$ cat config.mk
export PLATFORM = sky130hd
export DESIGN_NAME = wiper_bank_top
export DESIGN_NICKNAME = d
export VERILOG_FILES = /design/src/rtl/wpb_pkg.sv /design/src/rtl/wpb_gate.sv /design/src/rtl/wpb_wiper_cell.sv /design/src/rtl/wpb_ctrl_stat.sv /design/src/rtl/wiper_bank_top.sv
export SDC_FILE = /design/constraint.sdc
export NUM_CORES = 1
export LEC_CHECK = 0
export BUFFER_PORTS_ARGS = -buffer_cell sky130_fd_sc_hd__clkbuf_2
export CAP_MARGIN = 20
export CORE_UTILIZATION = 48
export CTS_BUF_LIST = sky130_fd_sc_hd__clkbuf_4 sky130_fd_sc_hd__clkbuf_8
export CTS_CLUSTER_DIAMETER = 100
export DETAILED_ROUTE_END_ITERATION = 16
export PLACE_DENSITY = 0.85
export SYNTH_ARGS = -nofsm -noshare
export SYNTH_HDL_FRONTEND = slang
export SYNTH_SLANG_ARGS = --single-unit
$ cat constraint.sdc
create_clock -name clk -period 2.1 [get_ports clk]
set_input_delay 0.105 -clock clk [delete_from_list [all_inputs] [get_ports clk]]
set_output_delay 0.105 -clock clk [all_outputs]
set_load 0.005 [all_outputs]
$ cat src/rtl/wpb_pkg.sv
package wpb_pkg;

    localparam int DW = 8;

    localparam int CTRL_LOCK_BIT = 0;
    localparam int CTRL_STA_BIT  = 1;
    localparam int CTRL_STB_BIT  = 2;

    typedef enum logic [1:0] {
        SEL_POT_A = 2'd0,
        SEL_POT_B = 2'd1,
        SEL_POT_C = 2'd2,
        SEL_CTRL  = 2'd3
    } reg_sel_e;

    typedef struct packed {
        logic          valid;
        reg_sel_e      sel;
        logic          nv;
        logic [DW-1:0] data;
    } wr_req_t;

    function automatic logic [DW-1:0] clamp_to(input logic [DW-1:0] v,
                                               input logic [DW-1:0] maxv);
        return (v > maxv) ? maxv : v;
    endfunction

endpackage

$ cat src/rtl/wpb_gate.sv
module wpb_gate
    import wpb_pkg::*;
(
    input  logic    clk,
    input  logic    rst,
    input  wr_req_t req,
    input  logic    wp,
    input  logic    lock,
    output logic    accept,
    output logic    ack_ok,
    output logic    ack_bad
);

    logic blocked;

    // Pin alone stops retained writes and control writes; pin plus lock stops all.
    assign blocked = wp & (req.nv | lock | (req.sel == SEL_CTRL));
    assign accept  = req.valid & ~blocked;

    always_ff @(posedge clk) begin
        if (rst) begin
            ack_ok  <= 1'b0;
            ack_bad <= 1'b0;
        end else begin
            ack_ok  <= req.valid & ~blocked;
            ack_bad <= req.valid & blocked;
        end
    end


    p_nv_blocked_r5: assert property (@(posedge clk) disable iff (rst)
        (req.valid && wp && req.nv) |=> ack_bad);


    p_lock_blocks_all_r6: assert property (@(posedge clk) disable iff (rst)
        (req.valid && wp && lock) |=> ack_bad);


    p_open_pin_r7: assert property (@(posedge clk) disable iff (rst)
        (req.valid && !wp) |=> ack_ok);


    p_ctrl_pin_r8: assert property (@(posedge clk) disable iff (rst)
        (req.valid && wp && req.sel == SEL_CTRL) |=> ack_bad);


    p_one_strobe_r10: assert property (@(posedge clk) disable iff (rst)
        !(ack_ok && ack_bad));

    p_strobe_needs_req_r10: assert property (@(posedge clk) disable iff (rst)
        (!req.valid) |=> (!ack_ok && !ack_bad));

endmodule

$ cat src/rtl/wpb_wiper_cell.sv
module wpb_wiper_cell
    import wpb_pkg::*;
#(
    parameter int         W     = 6,
    parameter int         TAPS  = 64,
    parameter logic [W-1:0] INITV = '0
)(
    input  logic          clk,
    input  logic          rst,
    input  logic          wr_live,
    input  logic          wr_nv,
    input  logic [DW-1:0] din,
    output logic [W-1:0]  q
);

    localparam logic [DW-1:0] MAXV = DW'(TAPS - 1);

    logic [W-1:0] lim;
    logic [W-1:0] shadow = INITV;

    assign lim = W'(clamp_to(din, MAXV));

    // Retained copy: never touched by reset.
    always_ff @(posedge clk) begin
        if (wr_nv) shadow <= lim;
    end

    always_ff @(posedge clk) begin
        if (rst)          q <= shadow;
        else if (wr_live) q <= lim;
    end


    p_wiper_in_range_r2: assert property (@(posedge clk) disable iff (rst)
        DW'(q) <= MAXV);


    p_vol_keeps_shadow_r3: assert property (@(posedge clk) disable iff (rst)
        (wr_live && !wr_nv) |=> $stable(shadow));


    p_nv_sets_both_r4: assert property (@(posedge clk) disable iff (rst)
        wr_nv |=> (q == shadow));

endmodule

$ cat src/rtl/wpb_ctrl_stat.sv
module wpb_ctrl_stat #(
    parameter logic INIT_LOCK = 1'b0
)(
    input  logic clk,
    input  logic rst,
    input  logic wr_live,
    input  logic wr_nv,
    input  logic din_lock,
    input  logic mon_a,
    input  logic mon_b,
    output logic lock,
    output logic st_a,
    output logic st_b
);

    logic lock_shadow = INIT_LOCK;

    always_ff @(posedge clk) begin
        if (wr_nv) lock_shadow <= din_lock;
    end

    always_ff @(posedge clk) begin
        if (rst) begin
            lock <= lock_shadow;
            st_a <= 1'b0;
            st_b <= 1'b0;
        end else begin
            if (wr_live) lock <= din_lock;
            st_a <= mon_a;
            st_b <= mon_b;
        end
    end


    p_status_follow_r9: assert property (@(posedge clk) disable iff (rst)
        1'b1 |=> (st_a == $past(mon_a) && st_b == $past(mon_b)));


    p_lock_only_by_write_r8: assert property (@(posedge clk) disable iff (rst)
        (!wr_live) |=> $stable(lock));

endmodule

$ cat src/rtl/wiper_bank_top.sv
module wiper_bank_top
    import wpb_pkg::*;
#(
    parameter int        WA      = 6,
    parameter int        WB      = 7,
    parameter int        WC      = 8,
    parameter int        TAPS_A  = 64,
    parameter int        TAPS_B  = 100,
    parameter int        TAPS_C  = 256,
    parameter logic [WA-1:0] INIT_A = 6'd32,
    parameter logic [WB-1:0] INIT_B = 7'd50,
    parameter logic [WC-1:0] INIT_C = 8'd128,
    parameter logic      INIT_LOCK = 1'b0
)(
    input  logic          clk,
    input  logic          rst,
    input  logic          req_valid,
    input  logic [1:0]    req_sel,
    input  logic          req_nv,
    input  logic [7:0]    req_data,
    input  logic          wp,
    input  logic          mon_a,
    input  logic          mon_b,
    input  logic [1:0]    rd_sel,
    output logic [7:0]    rd_data,
    output logic          ack_ok,
    output logic          ack_bad,
    output logic [WA-1:0] wiper_a,
    output logic [WB-1:0] wiper_b,
    output logic [WC-1:0] wiper_c
);

    wr_req_t  req;
    logic     accept;
    logic     lock, st_a, st_b;
    logic     live_a, live_b, live_c, live_k;
    logic     nv_a, nv_b, nv_c, nv_k;

    assign req.valid = req_valid;
    assign req.sel   = reg_sel_e'(req_sel);
    assign req.nv    = req_nv;
    assign req.data  = req_data;

    wpb_gate u_gate (
        .clk     (clk),
        .rst     (rst),
        .req     (req),
        .wp      (wp),
        .lock    (lock),
        .accept  (accept),
        .ack_ok  (ack_ok),
        .ack_bad (ack_bad)
    );

    assign live_a = accept & (req.sel == SEL_POT_A);
    assign live_b = accept & (req.sel == SEL_POT_B);
    assign live_c = accept & (req.sel == SEL_POT_C);
    assign live_k = accept & (req.sel == SEL_CTRL);
    assign nv_a   = live_a & req.nv;
    assign nv_b   = live_b & req.nv;
    assign nv_c   = live_c & req.nv;
    assign nv_k   = live_k & req.nv;

    wpb_wiper_cell #(.W(WA), .TAPS(TAPS_A), .INITV(INIT_A)) u_cell_a (
        .clk(clk), .rst(rst), .wr_live(live_a), .wr_nv(nv_a),
        .din(req.data), .q(wiper_a)
    );

    wpb_wiper_cell #(.W(WB), .TAPS(TAPS_B), .INITV(INIT_B)) u_cell_b (
        .clk(clk), .rst(rst), .wr_live(live_b), .wr_nv(nv_b),
        .din(req.data), .q(wiper_b)
    );

    wpb_wiper_cell #(.W(WC), .TAPS(TAPS_C), .INITV(INIT_C)) u_cell_c (
        .clk(clk), .rst(rst), .wr_live(live_c), .wr_nv(nv_c),
        .din(req.data), .q(wiper_c)
    );

    wpb_ctrl_stat #(.INIT_LOCK(INIT_LOCK)) u_ctrl (
        .clk      (clk),
        .rst      (rst),
        .wr_live  (live_k),
        .wr_nv    (nv_k),
        .din_lock (req.data[CTRL_LOCK_BIT]),
        .mon_a    (mon_a),
        .mon_b    (mon_b),
        .lock     (lock),
        .st_a     (st_a),
        .st_b     (st_b)
    );

    always_comb begin
        rd_data = '0;
        case (reg_sel_e'(rd_sel))
            SEL_POT_A: rd_data = DW'(wiper_a);
            SEL_POT_B: rd_data = DW'(wiper_b);
            SEL_POT_C: rd_data = DW'(wiper_c);
            default: begin
                rd_data[CTRL_LOCK_BIT] = lock;
                rd_data[CTRL_STA_BIT]  = st_a;
                rd_data[CTRL_STB_BIT]  = st_b;
            end
        endcase
    end


    p_reject_hold_r10: assert property (@(posedge clk) disable iff (rst)
        ack_bad |-> ($stable(wiper_a) && $stable(wiper_b) &&
                     $stable(wiper_c) && $stable(lock)));


    p_locked_wipers_r6: assert property (@(posedge clk) disable iff (rst)
        (wp && lock) |=> ($stable(wiper_a) && $stable(wiper_b) && $stable(wiper_c)));


    p_ctrl_upper_zero_r1: assert property (@(posedge clk) disable iff (rst)
        (rd_sel == 2'd3) |-> (rd_data[7:3] == 5'd0));

endmodule

==> key figures <==
Global routing
  • Initial antenna violation count: 0
  • Pin count of the biggest net entering global routing: 19
  • First-pass GRT wire length: 5710 um
  • Grt total ovfl: 0
  • Gr usage total: 18.1%
  • Number of global-route vias before repair: 1219

Drt
  • Residual DRC count: 0
  • Number of DRC violations after detailed-routing iteration 0: 70
  • Routed wire length per instance: 15.5 um
  • DR vias/cell: 5.46
  • DR pass1 iterations: 4
  • Drt total wl: 3790 um
  • Vias post-DR: 1332
  • ANT nets after route: 0

Placement
  • Area after DPL: 0.00240 sq mm
  • Hpwl dp: 2860 um
  • Setup WS pre-CTS: 0.567 ns
  • RD Place Congestion: 0.766
  • Placed cell count: 236
  • PortBufs: 49

Hold path
  • Hold Crit Class: in -> reg
  • Hold Path Origin: mon_a

Yosys
  • Sequential element share of the synthesized area: 66.6%
  • YS warnings: 0
  • Syn nets: 159
  • Largest family of logic cells by synthesized area: multiplexers
  • Mapped Area: 0.00210 sq mm
  • Synth Area in Compound Gates: 8.20%
  • Post-synthesis area per instance: 15.0 sq um
  • Simple-gate share of the synthesized area: 10.7%
  • Post-synthesis mux area share: 11.4%
  • Syn Inst Count: 140
  • Cell variety after synth: 36
  • #FFs+latches synth: 48
  • Adder-cell share of the synthesized area: 0%
  • Post-Synth XOR/XNOR Area: 0%

Floorplanning
  • Die area: 0.00465 sq mm
  • Initial Util: 51.1%
  • Die width: 68.2 um
  • Standard-cell rows: 23
  • IO Pins: 50
  • Chip Height: 68.2 um
  • Core area: 0.00412 sq mm

Clocking
  • Num Clock Sinks: 48
  • Worst-path clk slew: 0.08 ns
  • Max Buffers Root-to-Sink: 2
  • Num CTS Buffers: 5
  • CTS tree: yes
  • CTS resizes: 0
  • Root Driver: clkbuf_8
  • Clk_lat worst skew: 0.30 ns
  • Postcts setup bufs: 0
  • H-tree depth: 2
  • Hold_buf cts: 0

Layout
  • Layout Nets: 212
  • Non-Filler Instances: 244
  • Post-route cell area: 0.00250 sq mm
  • N_diodes: 0
  • Final Core Density: 60.7%
  • Share of cells above drive strength 1: 41.8%
  • Area Growth Syn to Fin: 18.6%
  • Commonest non-fill, non-tap cell in the layout: clkbuf_2
  • Commonest non-fill, non-tap cells in the layout: 49 x clkbuf_2, 44 x edfxtp_1, 12 x nand2_1, 9 x mux2_2, 6 x inv_1

Timing
  • Hold_ws: 0.0100 ns
  • Worst Clk Skew: 0.00274 ns
  • Fmax: 630 MHz
  • Setup WS post-layout: 0.513 ns
  • Final Setup Violations: 0
  • Fin. Hold Viols: 0
  • Actual slew at the worst max-slew pin: 0.451 ns
  • Post-route setup TNS: 0 ns
  • Fin crit period: 1.59 ns
  • Slew headroom: 69.6%
  • Final period utilization: 75.6%
  • Max-slew violation count: 0
  • RSZ-0062 raised after global routing: false

Setup path
  • Worst r2r src: u_ctrl.lock$_DFFE_PP_
  • Critical path class: reg -> reg
  • Critical path launch point type: flop
  • Reg2Reg Capture Point: u_cell_c.q[0]$_DFFE_PP_
  • Setup slack, reg-to-reg: 0.51 ns
  • Crit path capture: u_cell_c.q[0]$_DFFE_PP_
  • Length in cells of the worst reg-to-reg path: 2
  • WP data required: 2.08 ns
  • Crit path from: u_ctrl.lock$_DFFE_PP_
  • WP data arrival: 1.56 ns
  • Worst setup EP type: flop
  • Highest net fanout along the worst path: 8

Power and ir drop
  • Power per cell area: 743 mW/mm^2
  • Static Leak: 1.00 nW
  • Worst VDD drop: 0.339 mV
  • Total power: 1.85 mW

Outcome
  • Status: completed

Run
  • Max_cap viols: 0
-- how the worst min path moves through the flow --
stage	end	slack, ns	cells after the start
detailed placement	u_ctrl.st_a$_SDFF_PP0_	0.32	2
finish	u_ctrl.st_a$_SDFF_PP0_	0.01	2
global route	u_ctrl.st_a$_SDFF_PP0_	0.02	2
floorplan	u_cell_c.shadow[0]$_DFFE_PP_	0.20	0
CTS	u_ctrl.st_a$_SDFF_PP0_	0.005	2
global placement	u_ctrl.st_a$_SDFF_PP0_	0.32	2
-- power breakdown --
part | switching, mW | leakage (nW) | internal [mW] | total (mW)
sequential | 0.0183 | 0.460 | 1.09 | 1.11
combinational | 0.107 | 0.501 | 0.0980 | 0.205
clock | 0.304 | 0.0404 | 0.236 | 0.539
total | 0.429 | 1.00 | 1.42 | 1.85
-- kinds of logic after synthesis --
kind of cell | after synthesis
buffers and inverters | 14
muxes | 18
DFF | 48
AOI/OAI and AO/OA | 21
and+or+nand+nor | 39
-- sequential cells by signal, indices dropped and copies added (netlist names) --
signal	cells
u_ctrl.st_b	1
u_ctrl.st_a	1
u_cell_c.shadow	8
u_cell_a.shadow	6
u_ctrl.lock_shadow	1
u_cell_b.q	7
u_gate.ack_bad	1
u_ctrl.lock	1
u_gate.ack_ok	1
u_cell_b.shadow	7
u_cell_a.q	6
u_cell_c.q	8
-- cell type report --
cell class,instances,area (sq um)
inverter,7,26.3
clock inverter,3,23.8
fill,305,1620
tap,50,62.6
sequential,48,1400
clock buffer,5,68.8
timing repair buffer,53,275
multi-input combinational,78,638
-- synthesized netlist by cell type --
library cell | number | area [sq um]
a211oi_1 | 1 | 7.51
a21o_2 | 1 | 8.76
a2bb2oi_1 | 2 | 17.5
a41o_1 | 3 | 30.0
and2_1 | 1 | 6.26
buf_1 | 1 | 3.75
buf_2 | 4 | 20.0
buf_6 | 1 | 11.3
clkbuf_1 | 1 | 3.75
dfxtp_1 | 4 | 80.1
edfxtp_1 | 44 | 1320
inv_1 | 6 | 22.5
inv_2 | 1 | 3.75
mux2_1 | 1 | 11.3
mux2_2 | 9 | 101
mux2_4 | 2 | 30.0
mux2i_1 | 3 | 30.0
mux4_2 | 3 | 67.6
nand2_1 | 12 | 45.0
nand2b_1 | 2 | 12.5
nand3b_1 | 1 | 7.51
nor2_1 | 4 | 15.0
nor2b_1 | 3 | 18.8
nor3_1 | 2 | 10.0
nor3b_1 | 2 | 15.0
nor4b_1 | 2 | 17.5
o211a_1 | 1 | 10.0
o21ai_0 | 5 | 25.0
o2bb2ai_1 | 4 | 35.0
o311ai_2 | 1 | 16.3
o31ai_1 | 3 | 22.5
or2_1 | 1 | 6.26
or2_2 | 1 | 6.26
or3_1 | 4 | 25.0
or3_4 | 2 | 22.5
or3b_1 | 2 | 17.5
-- routing by layer --
layer | vias to the layer above | global-route usage (%) | part of all wire [%]
met5 | - | 0 | 0
met4 | 0 | 11.7 | 2.1
met3 | 9 | 3.33 | 4.9
met2 | 59 | 28.4 | 49
met1 | 621 | 22.9 | 43
li1 | 643 | - | -
-- worst max-delay path, cell delays in order (launching register included) --
cell and delay [ns]:
edfxtp_1 0.41, o21ai_0 0.41, a41o_1 0.44
Note: power is estimated with default switching activity, not from simulation.
